[src/rtl/ila_pkg.sv]
package ila_pkg;
   // default geometry of the request word and level field
   localparam int DEF_SUM_W   = 24;
   localparam int DEF_SW_LO   = 4;
   localparam int DEF_SW_NUM  = 15;
   localparam int DEF_EXT_LO  = 20;
   localparam int DEF_EXT_NUM = 4;
   localparam int DEF_LVL_W   = 5;
endpackage

[src/rtl/ila_sw_encoder.sv]
module ila_sw_encoder #(
   parameter int SUM_W  = ila_pkg::DEF_SUM_W,
   parameter int SW_LO  = ila_pkg::DEF_SW_LO,
   parameter int SW_NUM = ila_pkg::DEF_SW_NUM,
   parameter int LVL_W  = ila_pkg::DEF_LVL_W
) (
   input  logic [SUM_W-1:0] sw_req_i,
   output logic [LVL_W-1:0] sw_lvl_o,
   output logic [SUM_W-1:0] sw_sum_o
);
   localparam logic [SUM_W-1:0] SW_MASK =
      SUM_W'(((64'd1 << SW_NUM) - 64'd1) << SW_LO);

   logic unused_sw_bits;
   assign unused_sw_bits = ^(sw_req_i & ~SW_MASK);

   // ascending scan: the last set bit seen is the highest one
   always_comb begin
      sw_lvl_o = '0;
      for (int i = 0; i < SW_NUM; i++) begin
         if (sw_req_i[SW_LO + i]) sw_lvl_o = LVL_W'(i + 1);
      end
   end

   assign sw_sum_o = sw_req_i & SW_MASK;
endmodule

[src/rtl/ila_ext_encoder.sv]
module ila_ext_encoder #(
   parameter int SUM_W   = ila_pkg::DEF_SUM_W,
   parameter int EXT_LO  = ila_pkg::DEF_EXT_LO,
   parameter int EXT_NUM = ila_pkg::DEF_EXT_NUM,
   parameter int LVL_W   = ila_pkg::DEF_LVL_W
) (
   input  logic [EXT_NUM-1:0] ext_irq_i,
   output logic [LVL_W-1:0]   ext_lvl_o,
   output logic [SUM_W-1:0]   ext_sum_o
);
   always_comb begin
      ext_lvl_o = '0;
      ext_sum_o = '0;
      for (int k = 0; k < EXT_NUM; k++) begin
         if (ext_irq_i[k]) begin
            ext_lvl_o            = LVL_W'(EXT_LO + k);
            ext_sum_o[EXT_LO + k] = 1'b1;
         end
      end
   end
endmodule

[src/rtl/ila_trap_unit.sv]
module ila_trap_unit #(
   parameter int SUM_W = ila_pkg::DEF_SUM_W,
   parameter int LVL_W = ila_pkg::DEF_LVL_W
) (
   input  logic             clk,
   input  logic             rst_n,
   input  logic             check_req_i,
   input  logic [LVL_W-1:0] lvl_i,
   input  logic [SUM_W-1:0] sum_i,
   input  logic [LVL_W-1:0] cur_ipl_i,
   output logic             trap_o,
   output logic [SUM_W-1:0] isr_o,
   output logic [LVL_W-1:0] intid_o
);
   logic check_pend_q;
   logic fire;

   assign fire = check_pend_q && (lvl_i != '0) && (lvl_i > cur_ipl_i);

   always_ff @(posedge clk or negedge rst_n) begin
      if (!rst_n) begin
         check_pend_q <= 1'b0;
         trap_o       <= 1'b0;
         isr_o        <= '0;
         intid_o      <= '0;
      end else begin
         // evaluation consumes the flag; a new strobe re-arms it
         check_pend_q <= check_req_i;
         trap_o       <= fire;
         if (fire) begin
            isr_o   <= sum_i;
            intid_o <= lvl_i;
         end
      end
   end
endmodule

[src/rtl/ila_arbiter.sv]
module ila_arbiter #(
   parameter int SUM_W   = ila_pkg::DEF_SUM_W,
   parameter int SW_LO   = ila_pkg::DEF_SW_LO,
   parameter int SW_NUM  = ila_pkg::DEF_SW_NUM,
   parameter int EXT_LO  = ila_pkg::DEF_EXT_LO,
   parameter int EXT_NUM = ila_pkg::DEF_EXT_NUM,
   parameter int LVL_W   = ila_pkg::DEF_LVL_W
) (
   input  logic               clk,
   input  logic               rst_n,
   input  logic [SUM_W-1:0]   sw_req_i,
   input  logic [EXT_NUM-1:0] ext_irq_i,
   input  logic [LVL_W-1:0]   cur_ipl_i,
   input  logic               check_req_i,
   output logic               trap_o,
   output logic [SUM_W-1:0]   isr_o,
   output logic [LVL_W-1:0]   intid_o
);
   localparam int SW_TOP  = SW_LO + SW_NUM;
   localparam int EXT_TOP = EXT_LO + EXT_NUM;

   if (SW_NUM < 1 || EXT_NUM < 1) begin : g_bad_count
      $error("ila_arbiter: request ranges must be non-empty");
   end
   if (SW_TOP > EXT_LO) begin : g_bad_overlap
      $error("ila_arbiter: software range overlaps external range");
   end
   if (EXT_TOP > SUM_W) begin : g_bad_width
      $error("ila_arbiter: external range exceeds summary width");
   end
   if (EXT_TOP - 1 >= (1 << LVL_W)) begin : g_bad_lvl
      $error("ila_arbiter: level field too narrow");
   end

   logic [LVL_W-1:0] sw_lvl, ext_lvl, win_lvl;
   logic [SUM_W-1:0] sw_sum, ext_sum;

   ila_sw_encoder #(
      .SUM_W(SUM_W), .SW_LO(SW_LO), .SW_NUM(SW_NUM), .LVL_W(LVL_W)
   ) u_sw (
      .sw_req_i(sw_req_i), .sw_lvl_o(sw_lvl), .sw_sum_o(sw_sum)
   );

   ila_ext_encoder #(
      .SUM_W(SUM_W), .EXT_LO(EXT_LO), .EXT_NUM(EXT_NUM), .LVL_W(LVL_W)
   ) u_ext (
      .ext_irq_i(ext_irq_i), .ext_lvl_o(ext_lvl), .ext_sum_o(ext_sum)
   );

   // external lines are scanned after the software range
   assign win_lvl = (ext_lvl != '0) ? ext_lvl : sw_lvl;

   ila_trap_unit #(
      .SUM_W(SUM_W), .LVL_W(LVL_W)
   ) u_trap (
      .clk(clk), .rst_n(rst_n), .check_req_i(check_req_i),
      .lvl_i(win_lvl), .sum_i(sw_sum | ext_sum), .cur_ipl_i(cur_ipl_i),
      .trap_o(trap_o), .isr_o(isr_o), .intid_o(intid_o)
   );
endmodule

[config.mk]
export PLATFORM = sky130hd
export DESIGN_NAME = ila_arbiter
export DESIGN_NICKNAME = d
export VERILOG_FILES = /design/src/rtl/ila_pkg.sv /design/src/rtl/ila_sw_encoder.sv /design/src/rtl/ila_ext_encoder.sv /design/src/rtl/ila_trap_unit.sv /design/src/rtl/ila_arbiter.sv
export SDC_FILE = /design/constraint.sdc
export NUM_CORES = 1
export LEC_CHECK = 0
export BUFFER_PORTS_ARGS = -buffer_cell sky130_fd_sc_hd__buf_2
export CAP_MARGIN = 20
export CORE_ASPECT_RATIO = 0.5
export CORE_MARGIN = 2
export CORE_UTILIZATION = 50
export DETAILED_ROUTE_END_ITERATION = 10
export HOLD_SLACK_MARGIN = 0.06
export PLACE_DENSITY = 0.95
export SLEW_MARGIN = 10
export SYNTH_ARGS = -nofsm -noshare
export SYNTH_HDL_FRONTEND = slang
export SYNTH_SLANG_ARGS = --single-unit
export TNS_END_PERCENT = 1
[constraint.sdc]
create_clock -name clk -period 4.35 [get_ports clk]
set_input_delay 0.2175 -clock clk [delete_from_list [all_inputs] [get_ports clk]]
set_output_delay 0.2175 -clock clk [all_outputs]
set_load 0.02 [all_outputs]
After elaboration in Yosys (flattened, before gate mapping)
Cells that the tools add are included.

operators by class
  magnitude comparators = 1
  mux-type cells = 24
  bitwise gates (word level) = 1
  reductions and logical operators = 4

operators with widths
  kind                  count
  2-to-1 mux 5 bit      19
  OR 19 x 24 -> 24 bit  1
  nonzero test 5 bit    2
  > comparator 5 bit    1
  2-to-1 mux 1 bit      5
  logical AND 1 bit     2

storage, ports and cells
  register bits after elaboration = 31
  input bits = 36
  output and inout port bits = 30
  word-level logic and storage cells = 34

Depth between registers and ports, before layout
  depth in word-level cells = 19
  depth in mapped cells = 12
  gate-level depth less buffers = 11

Cells and area by module
From an unflattened synthesis, not the netlist that was laid out.

unflattened totals
  cells, all modules = 202
  area, all modules = 2192.1 sq um

modules (own cells, without submodules)
  module           times used  cells each  area each (sq um)  sequential area each (sq um)
  ila_trap_unit    1           84          1402.6             775.7
  ila_sw_encoder   1           51          332.8              0.0
  ila_arbiter      1           36          234.0              0.0
  ila_ext_encoder  1           31          222.7              0.0

Worst setup path before layout
Ideal clock, no wire load.

  kind = input-to-reg
  from = input ext_irq_i[3]
  to = register u_trap.isr_o[10]
  setup time = 125 ps
  data arrival time = 2595 ps
  required time = 4225 ps
  slack = 1630 ps
  stages = 12
  buffers on the path = 1
  cells stage by stage = nor4_2 > inv_2 > nor3_1 > o211ai_2 > and2_1 > ha_1 > nand4_1 > o221ai_1 > a31o_2 > a21oi_4 > buf_6 > mux2_4

on the way
  longest elaborated chain between the ends = 6
  elaborated cells on any way between the ends = 7
  those cells by class = 1 x order compare; 2 x mux; 4 x reduce/logical

ends and longest elaborated chain
  item                                                        line                   RTL
  start, declared                                             ila_arbiter.sv:12      input logic [EXT_NUM-1:0] ext_irq_i,
  2-to-1 mux 5 bit *                                          ila_ext_encoder.sv:15  if (ext_irq_i[k]) begin
  nonzero test 5 bit                                          ila_arbiter.sv:51      assign win_lvl = (ext_lvl != '0) ? ext_lvl : sw_lvl;
  2-to-1 mux 5 bit *                                          ila_arbiter.sv:51
  via u_trap.lvl_i[4]                                         ila_trap_unit.sv:8     input logic [LVL_W-1:0] lvl_i,
  branches (longest 2 deep; another with > comparator 5 bit)  -
  logical AND 1 bit *                                         ila_trap_unit.sv:18    assign fire = check_pend_q && (lvl_i != '0) && (lvl_i > cur_ipl_i);
  end signal, assigned                                        ila_trap_unit.sv:31    isr_o <= sum_i;
  end, declared                                               ila_trap_unit.sv:12    output logic [SUM_W-1:0] isr_o,

Mark *: on every way through the listed nets, which the timed path passes.
A chain may end at the register's enable or synchronous reset.

Worst setup path after layout
  from = input ext_irq_i[3]
  to = register u_trap.isr_o[4]

The elaborated chain is that of the path after synthesis.

==> results.json <==
{
  "status": "completed",
  "grt_max_degree": 27,
  "vdd.ir_drop.worst_v": 0.000191,
  "cts_buffers": 3,
  "cts_resized": 0,
  "p_int_w": 0.000475,
  "fin_skew_ns": 0.000992,
  "seq_area_frac_synth_pct": 45.3,
  "dp_slack_ns": 0.918,
  "finalSetupTns_ns": 0,
  "diodes": 0,
  "fp-row-count": 13,
  "synthToLayoutAreaGrowth_pct": 23.1,
  "clk_pin_slew_ns": 0.09,
  "overflow": 0,
  "globalplace.congestion": 0.862,
  "cp_slowest_cell": "a21oi_4",
  "min_period_ns": 3.19,
  "leakage_nw": 0.903,
  "pwr-share-seq_pct": 43.8,
  "path_class": "in -> reg",
  "yosys_warnings": 0,
  "groute.usage.overall_pct": 21.2,
  "core_area_um2": 2670,
  "cts_buffer_depth": 2,
  "synth_seq_cells": 26,
  "hp-class": "in -> reg",
  "rsz0062_at_grt": "no",
  "synth_top_area_share_pct": 45.3,
  "p_clk_share_pct": 22.2,
  "design.die.area_um2": 3350,
  "synth_edf_count": 0,
  "crit_chain": "buf_2 -> nor4_2 -> inv_2 -> nor3_1 -> o211ai_2 -> and2_1 -> ha_1 -> nand4_1 -> o221ai_1 -> a31o_2 -> a21oi_4 -> mux2_1",
  "hold_start": "sw_req_i[5]",
  "drt-initial-drc-count": 54,
  "cp_max_fo": 23,
  "ys.flop_type": "dfrtp_1",
  "drive_above_1_share_pct": 41.8,
  "drv_slew": 0,
  "tightest_slew_ns": 0.848,
  "cts_tree": "yes",
  "power_density_nw_per_um2": 410,
  "setup_violations": 0,
  "cp.required_ns": 4.51,
  "cap_violations": 0,
  "max_stage_delay_ns": 0.67,
  "avgSynthCellArea_um2": 11.2,
  "htree_num_levels": 1,
  "synth.cell_area_um2": 1440,
  "num_vias": 1159,
  "cp_top_family": "compound AO/OA/AOI/OAI gates",
  "critPathBufInv": 2,
  "synthTopCellsByArea": "dfrtp_1, mux2_4, inv_1",
  "critPathLaunchType": "primary input",
  "boundaryPins": 66,
  "synthCells": 128,
  "die_w_um": 79.8,
  "yosysUniqueCellTypes": 37,
  "switchingPower_w": 0.000249,
  "die_h_um": 41.9,
  "p_comb_share_pct": 34.0,
  "grt_pass1_vias": 1179,
  "antenna_found_initial": 0,
  "fin_nets": 224,
  "drcViolationCount": 0,
  "clkLatencyLatePin_ns": 0.28,
  "grt_pass1_wl_mm": 5.48,
  "hold_viol": 0,
  "final.setup.worst_slack_ns": 1.16,
  "synthArstFlopShare_pct": 100,
  "fmax_ghz": 0.313,
  "post_cts_buffers": 0,
  "cp-end-kind": "flip-flop",
  "p_sw_share_pct": 34.4,
  "holdBufCountCts": 2,
  "min_period_over_period_pct": 73.4,
  "numPortBuffers": 51,
  "antenna_left": 0,
  "max-slew-margin-rel_pct": 43.3,
  "yosysTopAreaCell": "dfrtp_1",
  "start_util_pct": 53.9,
  "crit_arrival_ns": 3.36,
  "regToRegStartpoint": "u_trap.check_pend_q",
  "dpl.hpwl_mm": 2.41,
  "cts_num_sinks": 26,
  "viasPerCell": 5.29,
  "routed_wl_mm": 3.27,
  "worstSetupStartpoint": "ext_irq_i[3]",
  "root_buffer": "clkbuf_8",
  "drt_first_pass_iters": 4,
  "wl_per_cell_um": 14.9
}
[through the flow]
step / instance area (um2) / std cells / total power, W / hold slack [ns] / utilization [%]
after floorplan: 1450 / 132 / 0.000481 / -0.0781 / -
after global placement: 1690 / 213 / 0.000555 / 0.233 / 63.5
after detailed placement: 1690 / 213 / 0.000567 / 0.243 / 63.5
after CTS: 1770 / 219 / 0.000727 / 0.185 / 66.3
after global routing: 1770 / 219 / 0.000761 / 0.189 / 66.3
final: 1770 / 219 / 0.000725 / 0.181 / 66.3
[final cells by class]
type / instances / area, um2
clock buffer: 4 / 55.1
fill: 196 / 898
inverter: 18 / 67.6
multi-input combinational: 81 / 674
sequential: 26 / 651
tap: 37 / 46.3
timing repair buffer: 53 / 275
[placed cells by master (no fill, tap or decap), types with 4 or more instances in the layout]
cell type,synthesis,routed
o21ai_1,8,8
nand2_1,5,5
mux2_4,12,12
buf_2,0,51
inv_1,17,17
nor2_1,11,11
clkbuf_8,0,4
ha_1,5,5
dfrtp_1,26,26
conb_1,1,5
[path summary, 6_finish.rpt]
check                                       to  slack [ns]  cells past startpoint
min in group asynchronous  u_trap.check_pend_q        0.46                      2
min                            u_trap.isr_o[5]        0.18                      2
min reg2reg                    u_trap.isr_o[6]        0.49                      1
max in group asynchronous    u_trap.intid_o[1]        3.52                      2
max                            u_trap.isr_o[4]        1.16                     12
max reg2reg                    u_trap.isr_o[4]        2.37                      4
[power by group through the flow]
stage          clock network [W]  logic [W]  registers, W
6_report                0.000161   0.000247      0.000317
5_1_grt                 0.000172   0.000264      0.000324
4_1_cts                 0.000161   0.000248      0.000317
3_5_place_dp                   0   0.000245      0.000322
3_3_place_gp                   0   0.000237      0.000318
2_1_floorplan                  0  0.0000985      0.000382
[cells in the mapped netlist, types with 2 or more instances]
master / instances
o22ai_1: 3
buf_4: 5
nor2_1: 11
buf_6: 2
nand2_1: 5
dfrtp_1: 26
a31oi_1: 2
or4_4: 2
nor4_1: 2
a221oi_1: 2
inv_1: 17
mux2_4: 12
nor2b_1: 2
mux2_1: 3
ha_1: 5
o21ai_1: 8
[sequential cells by signal, indices dropped and copies added, names as in the netlist]
register and count:
u_trap.check_pend_q 1, u_trap.intid_o 5, u_trap.trap_o 1, u_trap.isr_o 19
[cell families (layout without fill, tap and decap cells)]
| group | after synthesis | after routing | synth area share, % |
|---|---|---|---|
| AND/OR/NAND/NOR | 29 | 29 | 12.1 |
| AO/OA/AOI/OAI | 27 | 27 | 14.3 |
| flip-flops | 26 | 26 | 45.3 |
| buffers and inverters | 25 | 75 | 8.88 |
| multiplexers | 15 | 15 | 14.9 |
| adder cells (fa/ha/maj) | 5 | 5 | 4.35 |
| other | 1 | 5 | 0.261 |
[metal layers]
layer / global-route usage (%) / up-vias / share of wire, %
met5: 0 / - / 0
met3: 4.57 / 5 / 4.9
met2: 39.3 / 34 / 52
li1: - / 549 / -
met1: 25.1 / 571 / 42
met4: 5.42 / 0 / 0.55
(Power assumes the default switching activity.)
